**src/rtl/irq_gen_pkg.sv**
```systemverilog
package irq_gen_pkg;

  typedef enum logic {
    STYLE_LEVEL = 1'b0,
    STYLE_EDGE  = 1'b1
  } irq_style_e;

  // True when a running counter has reached the last cycle of its period.
  function automatic logic period_hit(logic [31:0] cnt, logic [31:0] period);
    return (period != 32'd0) && (cnt >= period - 32'd1);
  endfunction

  // Next value of a pulse-stretch counter: load on an accepted event, else drain.
  function automatic int stretch_next(int cur, logic fire, int width);
    if (fire && cur == 0) return width;
    if (cur != 0) return cur - 1;
    return 0;
  endfunction

endpackage

```
**src/rtl/irq_period_timer.sv**
```systemverilog
module irq_period_timer #(
  parameter int PERIOD_W = 16
) (
  input  logic                clk,
  input  logic                rst,
  input  logic                run,
  input  logic [PERIOD_W-1:0] period,
  output logic                tick
);
  import irq_gen_pkg::*;

  logic [PERIOD_W-1:0] cnt;

  assign tick = run && period_hit(32'(cnt), 32'(period));

  always_ff @(posedge clk) begin
    if (rst || !run || period == '0 || tick) cnt <= '0;
    else                                     cnt <= cnt + 1'b1;
  end
endmodule

```
**src/rtl/irq_line_shaper.sv**
```systemverilog
module irq_line_shaper #(
  parameter int PULSE_W = 4
) (
  input  logic clk,
  input  logic rst,
  input  logic edge_mode,
  input  logic fire,
  input  logic clr_pend,
  input  logic clr_ovr,
  input  logic clr_miss,
  output logic irq,
  output logic pending,
  output logic overrun,
  output logic missed
);
  import irq_gen_pkg::*;

  localparam int SW = $clog2(PULSE_W + 1);

  logic [SW-1:0] stretch;
  logic          lvl_fire;
  logic          edge_fire;
  logic          busy;

  assign lvl_fire  = fire && (edge_mode == STYLE_LEVEL);
  assign edge_fire = fire && (edge_mode == STYLE_EDGE);
  assign busy      = (stretch != '0);

  always_ff @(posedge clk) begin
    if (rst) begin
      pending <= 1'b0;
      overrun <= 1'b0;
      missed  <= 1'b0;
      stretch <= '0;
    end else begin
      pending <= lvl_fire | (pending & ~clr_pend);
      overrun <= (lvl_fire & pending) | (overrun & ~clr_ovr);
      missed  <= (edge_fire & busy) | (missed & ~clr_miss);
      stretch <= SW'(stretch_next(int'(stretch), edge_fire, PULSE_W));
    end
  end

  assign irq = (edge_mode == STYLE_EDGE) ? busy : pending;
endmodule

```
**src/rtl/irq_ctrl_regs.sv**
```systemverilog
module irq_ctrl_regs #(
  parameter int NCH      = 2,
  parameter int PERIOD_W = 16,
  parameter int DATA_W   = 16,
  parameter int AW       = 2
) (
  input  logic                         clk,
  input  logic                         rst,
  input  logic                         wr_en,
  input  logic [AW-1:0]                wr_addr,
  input  logic [DATA_W-1:0]            wr_data,
  input  logic [AW-1:0]                rd_addr,
  output logic [DATA_W-1:0]            rd_data,
  input  logic [NCH-1:0]               st_pend,
  input  logic [NCH-1:0]               st_ovr,
  input  logic [NCH-1:0]               st_miss,
  output logic [NCH-1:0]               enable,
  output logic [NCH-1:0]               edge_mode,
  output logic [NCH-1:0][PERIOD_W-1:0] period,
  output logic [NCH-1:0]               clr_pend,
  output logic [NCH-1:0]               clr_ovr,
  output logic [NCH-1:0]               clr_miss
);
  localparam logic [AW-1:0] A_CTRL = '0;
  localparam logic [AW-1:0] A_STAT = AW'(NCH + 1);

  logic stat_wr;
  assign stat_wr  = wr_en && (wr_addr == A_STAT);
  assign clr_pend = stat_wr ? wr_data[NCH-1:0]       : '0;
  assign clr_ovr  = stat_wr ? wr_data[2*NCH-1:NCH]   : '0;
  assign clr_miss = stat_wr ? wr_data[3*NCH-1:2*NCH] : '0;

  always_ff @(posedge clk) begin
    if (rst) begin
      enable    <= '0;
      edge_mode <= '0;
    end else if (wr_en && wr_addr == A_CTRL) begin
      enable    <= wr_data[NCH-1:0];
      edge_mode <= wr_data[2*NCH-1:NCH];
    end
  end

  for (genvar i = 0; i < NCH; i++) begin : g_per
    always_ff @(posedge clk) begin
      if (rst)                                    period[i] <= '0;
      else if (wr_en && wr_addr == AW'(i + 1))    period[i] <= wr_data[PERIOD_W-1:0];
    end
  end

  always_comb begin
    rd_data = '0;
    if (rd_addr == A_CTRL) begin
      rd_data[2*NCH-1:0] = {edge_mode, enable};
    end else if (rd_addr == A_STAT) begin
      rd_data[3*NCH-1:0] = {st_miss, st_ovr, st_pend};
    end else begin
      for (int i = 0; i < NCH; i++)
        if (rd_addr == AW'(i + 1)) rd_data[PERIOD_W-1:0] = period[i];
    end
  end
endmodule

```
**src/rtl/irq_timer_gen.sv**
```systemverilog
module irq_timer_gen #(
  parameter int NCH      = 2,
  parameter int PERIOD_W = 16,
  parameter int DATA_W   = 16,
  parameter int PULSE_W  = 4,
  localparam int AW      = $clog2(NCH + 2)
) (
  input  logic              clk,
  input  logic              rst,
  input  logic              wr_en,
  input  logic [AW-1:0]     wr_addr,
  input  logic [DATA_W-1:0] wr_data,
  input  logic [AW-1:0]     rd_addr,
  output logic [DATA_W-1:0] rd_data,
  output logic [NCH-1:0]    irq
);
  // Named internal events, brought out for the bound checker.
  logic [NCH-1:0]               tick_w;
  logic [NCH-1:0]               enable_w;
  logic [NCH-1:0]               edge_w;
  logic [NCH-1:0][PERIOD_W-1:0] period_w;
  logic [NCH-1:0]               clr_pend_w;
  logic [NCH-1:0]               clr_ovr_w;
  logic [NCH-1:0]               clr_miss_w;
  logic [NCH-1:0]               pend_w;
  logic [NCH-1:0]               ovr_w;
  logic [NCH-1:0]               miss_w;

  irq_ctrl_regs #(.NCH(NCH), .PERIOD_W(PERIOD_W), .DATA_W(DATA_W), .AW(AW)) u_regs (
    .clk(clk), .rst(rst), .wr_en(wr_en), .wr_addr(wr_addr), .wr_data(wr_data),
    .rd_addr(rd_addr), .rd_data(rd_data),
    .st_pend(pend_w), .st_ovr(ovr_w), .st_miss(miss_w),
    .enable(enable_w), .edge_mode(edge_w), .period(period_w),
    .clr_pend(clr_pend_w), .clr_ovr(clr_ovr_w), .clr_miss(clr_miss_w)
  );

  for (genvar i = 0; i < NCH; i++) begin : g_ch
    irq_period_timer #(.PERIOD_W(PERIOD_W)) u_tmr (
      .clk(clk), .rst(rst), .run(enable_w[i]), .period(period_w[i]), .tick(tick_w[i])
    );
    irq_line_shaper #(.PULSE_W(PULSE_W)) u_shp (
      .clk(clk), .rst(rst), .edge_mode(edge_w[i]), .fire(tick_w[i]),
      .clr_pend(clr_pend_w[i]), .clr_ovr(clr_ovr_w[i]), .clr_miss(clr_miss_w[i]),
      .irq(irq[i]), .pending(pend_w[i]), .overrun(ovr_w[i]), .missed(miss_w[i])
    );
  end
endmodule

```
**config.mk**
```make
export PLATFORM = sky130hd
export DESIGN_NAME = irq_timer_gen
export DESIGN_NICKNAME = d
export VERILOG_FILES = /design/src/rtl/irq_gen_pkg.sv /design/src/rtl/irq_period_timer.sv /design/src/rtl/irq_line_shaper.sv /design/src/rtl/irq_ctrl_regs.sv /design/src/rtl/irq_timer_gen.sv
export SDC_FILE = /design/constraint.sdc
export NUM_CORES = 1
export LEC_CHECK = 0
export BUFFER_PORTS_ARGS = -buffer_cell sky130_fd_sc_hd__buf_2
export CORE_MARGIN = 10
export CORE_UTILIZATION = 40
export CTS_BUF_LIST = sky130_fd_sc_hd__clkbuf_4 sky130_fd_sc_hd__clkbuf_8
export CTS_CLUSTER_SIZE = 24
export DETAILED_ROUTE_END_ITERATION = 12
export PLACE_DENSITY = 0.54
export RECOVER_POWER = 50
export SYNTH_ARGS = -nofsm -noshare
export SYNTH_HDL_FRONTEND = slang
export SYNTH_SLANG_ARGS = --single-unit
```
**constraint.sdc**
```tcl
create_clock -name clk -period 5.95 [get_ports clk]
set_input_delay 0.8925 -clock clk [delete_from_list [all_inputs] [get_ports clk]]
set_output_delay 0.8925 -clock clk [all_outputs]
set_load 0.02 [all_outputs]
```
==> results.yml, run 1 <==
outcome:
  status: "complete, but fails checks"
  violations: "max-capacitance violations, max-slew violations"
worst_setup_path:
  crit_family: "simple AND/OR/NAND/NOR gates"
  r2r_start: "u_regs.period[18]$_SDFFE_PP0P_"
  r2r_cells: 12
  crit_path_top_delay_cell: "or4_1"
  worst_path_most_repeated_cell: "or3_1"
  slowest_delay_ns: 0.58
  end_kind: "register"
  cp.required_ns: 6.24
  crit_buf_inv: 0
  r2r_slack_ns: 1.77
  worstPathMaxFanout: 16
  cp-start-kind: "register"
  crit_type: "register to register"
  cp_data_arrival_time_ns: 4.47
  crit_chain: "or4_1, or3_1, or3_1, nor3_1, xnor2_1, ha_1, a21oi_1, nand2_1, a211o_1, a2111oi_2, o221ai_2, nor2_1"
  timing.rr.end: "g_ch[1].u_tmr.cnt[2]$_SDFF_PP0_"
layout:
  seq_area_mm2: 0.00160
  multiInputGateArea_mm2: 0.00289
  num_antenna_cells: 0
  final_nets: 654
  area_growth_pct: 10.4
  drive_gt1_share_pct: 11.8
  fill_cells: 1204
sta:
  holdWs_ns: 0.427
  fin_worst_skew_ns: 0.0123
  timing.final.max_slew_violations: 51
  rsz0062_at_grt: "no"
  finalSetupViolCount: 0
  period_needed_ns: 4.18
  slew_headroom_pct: -50.6
  timing.fmax_ghz: 0.239
  hold_violations: 0
  setup_tns_ns: 0
  fin_crit_sh_pct: 70.3
  worstMarginPinSlew_ns: 2.26
routing:
  wl_mm: 11.4
  drt_iter0_markers: 212
  ant_nets: 0
  dr.pass1.iters: 4
  routedWlPerCell_um: 15.4
  drcViolationCount: 0
  via_count: 3928
  vias_per_cell: 5.33
worst_hold_path:
  hold_end: "g_ch[1].u_shp.stretch[0]$_SDFF_PP0_"
  min-delay-start: "g_ch[1].u_shp.stretch[0]$_SDFF_PP0_"
  worst_hold_path_type: "register to register"
  hold_path_depth: 1
clock_tree:
  clkSlewWorstSetupHoldPaths_ns: 0.09
  numCtsBuffers: 9
  clk_latency_ns: 0.37
  cts_max_path_buffers: 2
  root_buffer: "clkbuf_8"
  cts.sinks: 80
  postCtsSetupBuffers: 0
  htree_num_levels: 3
  cts_tree: "yes"
  post_cts_resized: 0
  cts_hold_buffers: 0
yosys:
  ys_seq_elements: 80
  ys_seq_area_share_pct: 34.4
  synthCells: 559
  yosysTopAreaCell: "dfxtp_1"
  synthesis.area_mm2: 0.00466
  synth_ff_type: "dfxtp_1"
  netlist_top_cells_area: "dfxtp_1, ha_1, nand2_1, xnor2_1, xor2_1"
  ys_warn_count: 0
  ys_top_cells_by_count: "nand2_1, dfxtp_1, nor2_1"
  synth_edf_count: 0
  synth_cell_types: 52
  async_reset_ff_share_pct: 0
  synth.top_cell.area_share_pct: 34.4
  syn_area_per_cell_um2: 8.34
  yosysMostFrequentCell: "nand2_1"
  synth_fp_nets: 624
grt:
  antenna_found_initial: 0
  first_global_vias: 3817
  grt_max_degree: 51
  gr-total-overflow: 0
  track_usage_pct: 14.2
  grt_pass1_wl_mm: 18.9
die:
  initial_utilization_pct: 40.8
  die_area_mm2: 0.0164
  die_x_um: 128
  die-height_um: 128
  core_area_mm2: 0.0114
  pin_count: 41
  fp-row-count: 39
placement:
  gp_congestion: 0.791
  dp_hpwl_mm: 8.59
  io_buffers: 40
pwr:
  power_leakage_nw: 2.10
  max-vdd-ir-drop_uv: 134
  powerDensity_mw_per_mm2: 247
flow_run:
  drv_cap: 1
## where the power goes
group / leakage [nW] / internal [mW] / total (mW) / switching [mW]
Sequential: 0.648 / 0.561 / 0.583 / 0.0213
Combinational: 1.34 / 0.106 / 0.257 / 0.151
Clock: 0.107 / 0.231 / 0.432 / 0.201
## cell usage in the layout (no fill, tap or decap), types with 4 or more instances in the layout
cell      synthesis  routed
a21oi_1          47      47
a22o_1           12      12
and3_1           11      11
buf_2             0      31
clkbuf_1         18      10
clkbuf_8          0      11
dfxtp_1          80      80
ha_1             42      42
inv_1            19      19
mux2i_1           4       4
mux4_2            4       4
nand2_1          92      92
nand3_1          18      18
nand3b_1          4       4
nand4_1           9       9
nor2_1           56      56
nor2_2           10      10
nor2b_1           4       4
nor3_1           13      13
nor4_1            5       5
o21ai_0           5       5
or3_1             6       6
xnor2_1          28      28
xor2_1           27      27
## registers in the layout (all words and copies together), names as in the netlist
| register | count |
|---|---|
| g_ch.u_tmr.cnt | 32 |
| g_ch.u_shp.stretch | 6 |
| u_regs.period | 32 |
| g_ch.u_shp.pending | 2 |
| g_ch.u_shp.overrun | 2 |
| g_ch.u_shp.missed | 2 |
| u_regs.edge_mode | 2 |
| u_regs.enable | 2 |
## per-stage QoR
stage / instance area, um2 / total power [mW] / worst slack (ns) / std cells / util (%)
floorplan: 4660 / 0.786 / 2.24 / 559 / -
global placement: 4950 / 0.846 / 1.88 / 721 / 43.3
detailed placement: 4950 / 0.854 / 1.73 / 721 / 43.3
CTS: 5160 / 1.29 / 1.70 / 737 / 45.2
global route: 5140 / 1.35 / 1.39 / 737 / 45.1
finish: 5140 / 1.27 / 1.77 / 737 / 45.1
## per-layer routing
metal,up-vias,part of all wire (%),global-route usage [%]
li1,2002,-,-
met1,1828,50,19.8
met2,83,42,20.4
met3,15,5.7,3.47
met4,0,1.8,6.03
met5,-,0,0
## kinds of logic after synthesis
group	after synthesis	share of synthesized area, %
and+or+nand+nor	243	24.4
AOI/OAI and AO/OA	88	12.7
DFF	80	34.4
xor gates and xnor gates	55	10.3
adders and majority gates	42	11.3
buffers and inverters	41	3.65
muxes	10	3.28
## final cells by class
class | instances | area share, %
clock buffers | 14 | 3.38
clock inverters | 2 | 0.730
inverters | 19 | 1.39
multi-input cells | 438 | 56.2
flip-flops and latches | 80 | 31.1
well taps | 143 | 3.48
repair buffers | 41 | 3.75
## worst max-delay path by stage
stage	from	endpoint	slack [ns]	cells past startpoint
floorplan	u_regs.period[18]$_SDFFE_PP0P_	g_ch[1].u_tmr.cnt[10]$_SDFF_PP0_	2.24	13
global placement	u_regs.period[18]$_SDFFE_PP0P_	g_ch[1].u_tmr.cnt[12]$_SDFF_PP0_	1.88	12
detailed placement	u_regs.period[18]$_SDFFE_PP0P_	g_ch[1].u_tmr.cnt[2]$_SDFF_PP0_	1.73	12
CTS	u_regs.period[18]$_SDFFE_PP0P_	g_ch[1].u_tmr.cnt[2]$_SDFF_PP0_	1.70	12
global route	u_regs.period[2]$_SDFFE_PP0P_	g_ch[0].u_tmr.cnt[2]$_SDFF_PP0_	1.39	12
finish	u_regs.period[18]$_SDFFE_PP0P_	g_ch[1].u_tmr.cnt[2]$_SDFF_PP0_	1.77	12
Note: power is estimated with default switching activity, not from simulation.
==> run 2: changes to the inputs <==
Clock period 5.95 ns to 4.1 ns, I/O delays scaled along.
==> run 2 against run 1 <==
Against the previous run: the flow now finishes without violations; non-clock buffer count increased by 4; fmax increased by 11%; design area increased by 0.46%; largest cell class unchanged; largest power group unchanged.
==> results.yml, run 2 (synthesized netlist as in run 1, its figures left out) <==
layout:
  fill_cells: 1181
  num_antenna_cells: 0
  fin_util_pct: 45.3
  area_growth_pct: 10.9
  drive_gt1_share_pct: 12.1
  final_common_cell: "nand2_1"
  final_nets: 658
  largestRegisters: "g_ch.u_tmr.cnt x32, u_regs.period x32, g_ch.u_shp.stretch x6"
  final_cell_mix: "nand2_1, dfxtp_1, nor2_1"
routing:
  via_count: 3899
  ant_nets: 0
  routedWlPerCell_um: 15.1
  drcViolationCount: 0
  drt_iter0_markers: 228
  wl_mm: 11.2
  dr.pass1.iters: 4
  vias_per_cell: 5.27
sta:
  worstMarginPinSlew_ns: 1.06
  hold_violations: 0
  fin_worst_skew_ns: 0.0103
  period_needed_ns: 3.78
  timing.final.max_slew_violations: 0
  slew_headroom_pct: 29.6
  finalSetupViolCount: 0
  fin_crit_sh_pct: 92.2
  rsz0062_at_grt: "no"
  setup_tns_ns: 0
  timing.fmax_ghz: 0.265
flow_run:
  drv_cap: 0
pwr:
  p_int_mw: 1.27
  power_leakage_nw: 2.11
  swShare_pct: 29.2
  p_clk_share_pct: 32.3
  max-vdd-ir-drop_uv: 231
  share_comb_of_total_power_pct: 20.5
  power_frac_seq_pct: 47.2
  switchingPower_mw: 0.521
  powerDensity_mw_per_mm2: 346
die:
  pin_count: 41
  die-height_um: 128
  die_x_um: 128
  core_area_mm2: 0.0114
  fp-row-count: 39
  die_area_mm2: 0.0164
  initial_utilization_pct: 40.8
worst_setup_path:
  cp.required_ns: 4.30
  crit_buf_inv: 1
  worst_path_most_repeated_cell: "nand2_1"
  slowest_delay_ns: 0.82
  end_kind: "register"
  cp_data_arrival_time_ns: 3.98
  cp-start-kind: "register"
  crit_type: "register to register"
  worstPathMaxFanout: 15
  crit_chain: "nor4_1, buf_4, nand2_1, nor3_1, nand3b_1, xor2_1, ha_1, nand2_1, o21ai_0, a2111oi_0, o31a_1, o21ai_1, nor2_1"
  crit_family: "compound AO/OA/AOI/OAI gates"
  crit_path_top_delay_cell: "o21ai_1"
clock_tree:
  cts.sinks: 80
  postCtsSetupBuffers: 0
  htree_num_levels: 3
  cts_max_path_buffers: 2
  cts_hold_buffers: 0
  cts_tree: "yes"
  clkSlewWorstSetupHoldPaths_ns: 0.08
  numCtsBuffers: 9
  clk_latency_ns: 0.35
  root_buffer: "clkbuf_8"
grt:
  grt_max_degree: 50
  grt_pass1_wl_mm: 18.6
  track_usage_pct: 13.9
  antenna_found_initial: 0
  first_global_vias: 3816
  gr-total-overflow: 0
placement:
  dp_hpwl_mm: 8.56
  io_buffers: 40
  gp_congestion: 0.781
worst_hold_path:
  worst_hold_path_type: "register to register"
outcome:
  status: "completed"
-- run 2: cell count changes in the layout (fill, tap and decap cells not counted), sizes merged --
cell | previous run | this run
buf | 31 | 35
clkbuf | 24 | 21
clkinv | 0 | 3
clkinvlp | 1 | 0
-- run 2: cell type report --
type                       instances  area (um2)  share of cell area [%]
inverter                          19        71.3                    1.38
tap                              143         179                    3.46
clock inverter                     4        45.0                   0.871
sequential                        80        1600                    31.0
timing repair buffer              45         225                    4.36
clock buffer                      11         145                    2.81
multi-input combinational        438        2900                    56.1
-- run 2: what timing repair did --
action / 4_1_cts / 5_1_grt
setup endpoints to repair: 0 / 20
gates resized for setup: 0 / 1
hold endpoints to repair: 0 / 0
-- run 2: power groups by stage --
stage / logic (mW) / registers [mW] / clock network (mW)
global placement: 0.359 / 0.862 / 0
detailed placement: 0.371 / 0.863 / 0
CTS: 0.374 / 0.845 / 0.596
finish: 0.366 / 0.845 / 0.577
floorplan: 0.286 / 0.854 / 0
global route: 0.427 / 0.850 / 0.626
-- run 2: routing by layer --
metal | track usage, % | up-vias | share of wire [%]
li1 | - | 2010 | -
met1 | 19.6 | 1831 | 53
met2 | 20.2 | 52 | 44
met3 | 2.61 | 6 | 2.6
met4 | 5.36 | 0 | 0.88
met5 | 0 | - | 0
-- run 2: final timing paths --
kind,startpoint,depth (start not counted),to,slack (ns)
worst max-delay path,u_regs.period[2]$_SDFFE_PP0P_,13,g_ch[0].u_tmr.cnt[13]$_SDFF_PP0_,0.32
worst min-delay path,g_ch[1].u_shp.stretch[0]$_SDFF_PP0_,1,g_ch[1].u_shp.stretch[0]$_SDFF_PP0_,0.42
worst max register to register,u_regs.period[2]$_SDFFE_PP0P_,13,g_ch[0].u_tmr.cnt[13]$_SDFF_PP0_,0.32
worst min register to register,g_ch[1].u_shp.stretch[0]$_SDFF_PP0_,1,g_ch[1].u_shp.stretch[0]$_SDFF_PP0_,0.42
-- run 2: worst register-to-register path, stage by stage, from the launching register on --
cell and delay, ns:
dfxtp_1 0.37, nor4_1 0.30, buf_4 0.19, nand2_1 0.10, nor3_1 0.30, nand3b_1 0.14, xor2_1 0.18, ha_1 0.30
nand2_1 0.06, o21ai_0 0.41, a2111oi_0 0.17, o31a_1 0.17, o21ai_1 0.82, nor2_1 0.11
-- run 2: through the flow --
step / power (mW) / hold WS [ns] / std cells / setup WS, ns / cell area, um2
6_report: 1.79 / 0.422 / 740 / 0.321 / 5170
5_1_grt: 1.90 / 0.434 / 740 / 0.0139 / 5170
4_1_cts: 1.81 / 0.424 / 740 / 0.0699 / 5170
3_5_place_dp: 1.23 / 0.414 / 725 / 0.0862 / 4980
3_3_place_gp: 1.22 / 0.409 / 725 / 0.208 / 4980
2_1_floorplan: 1.14 / 0.401 / 559 / 0.389 / 4660
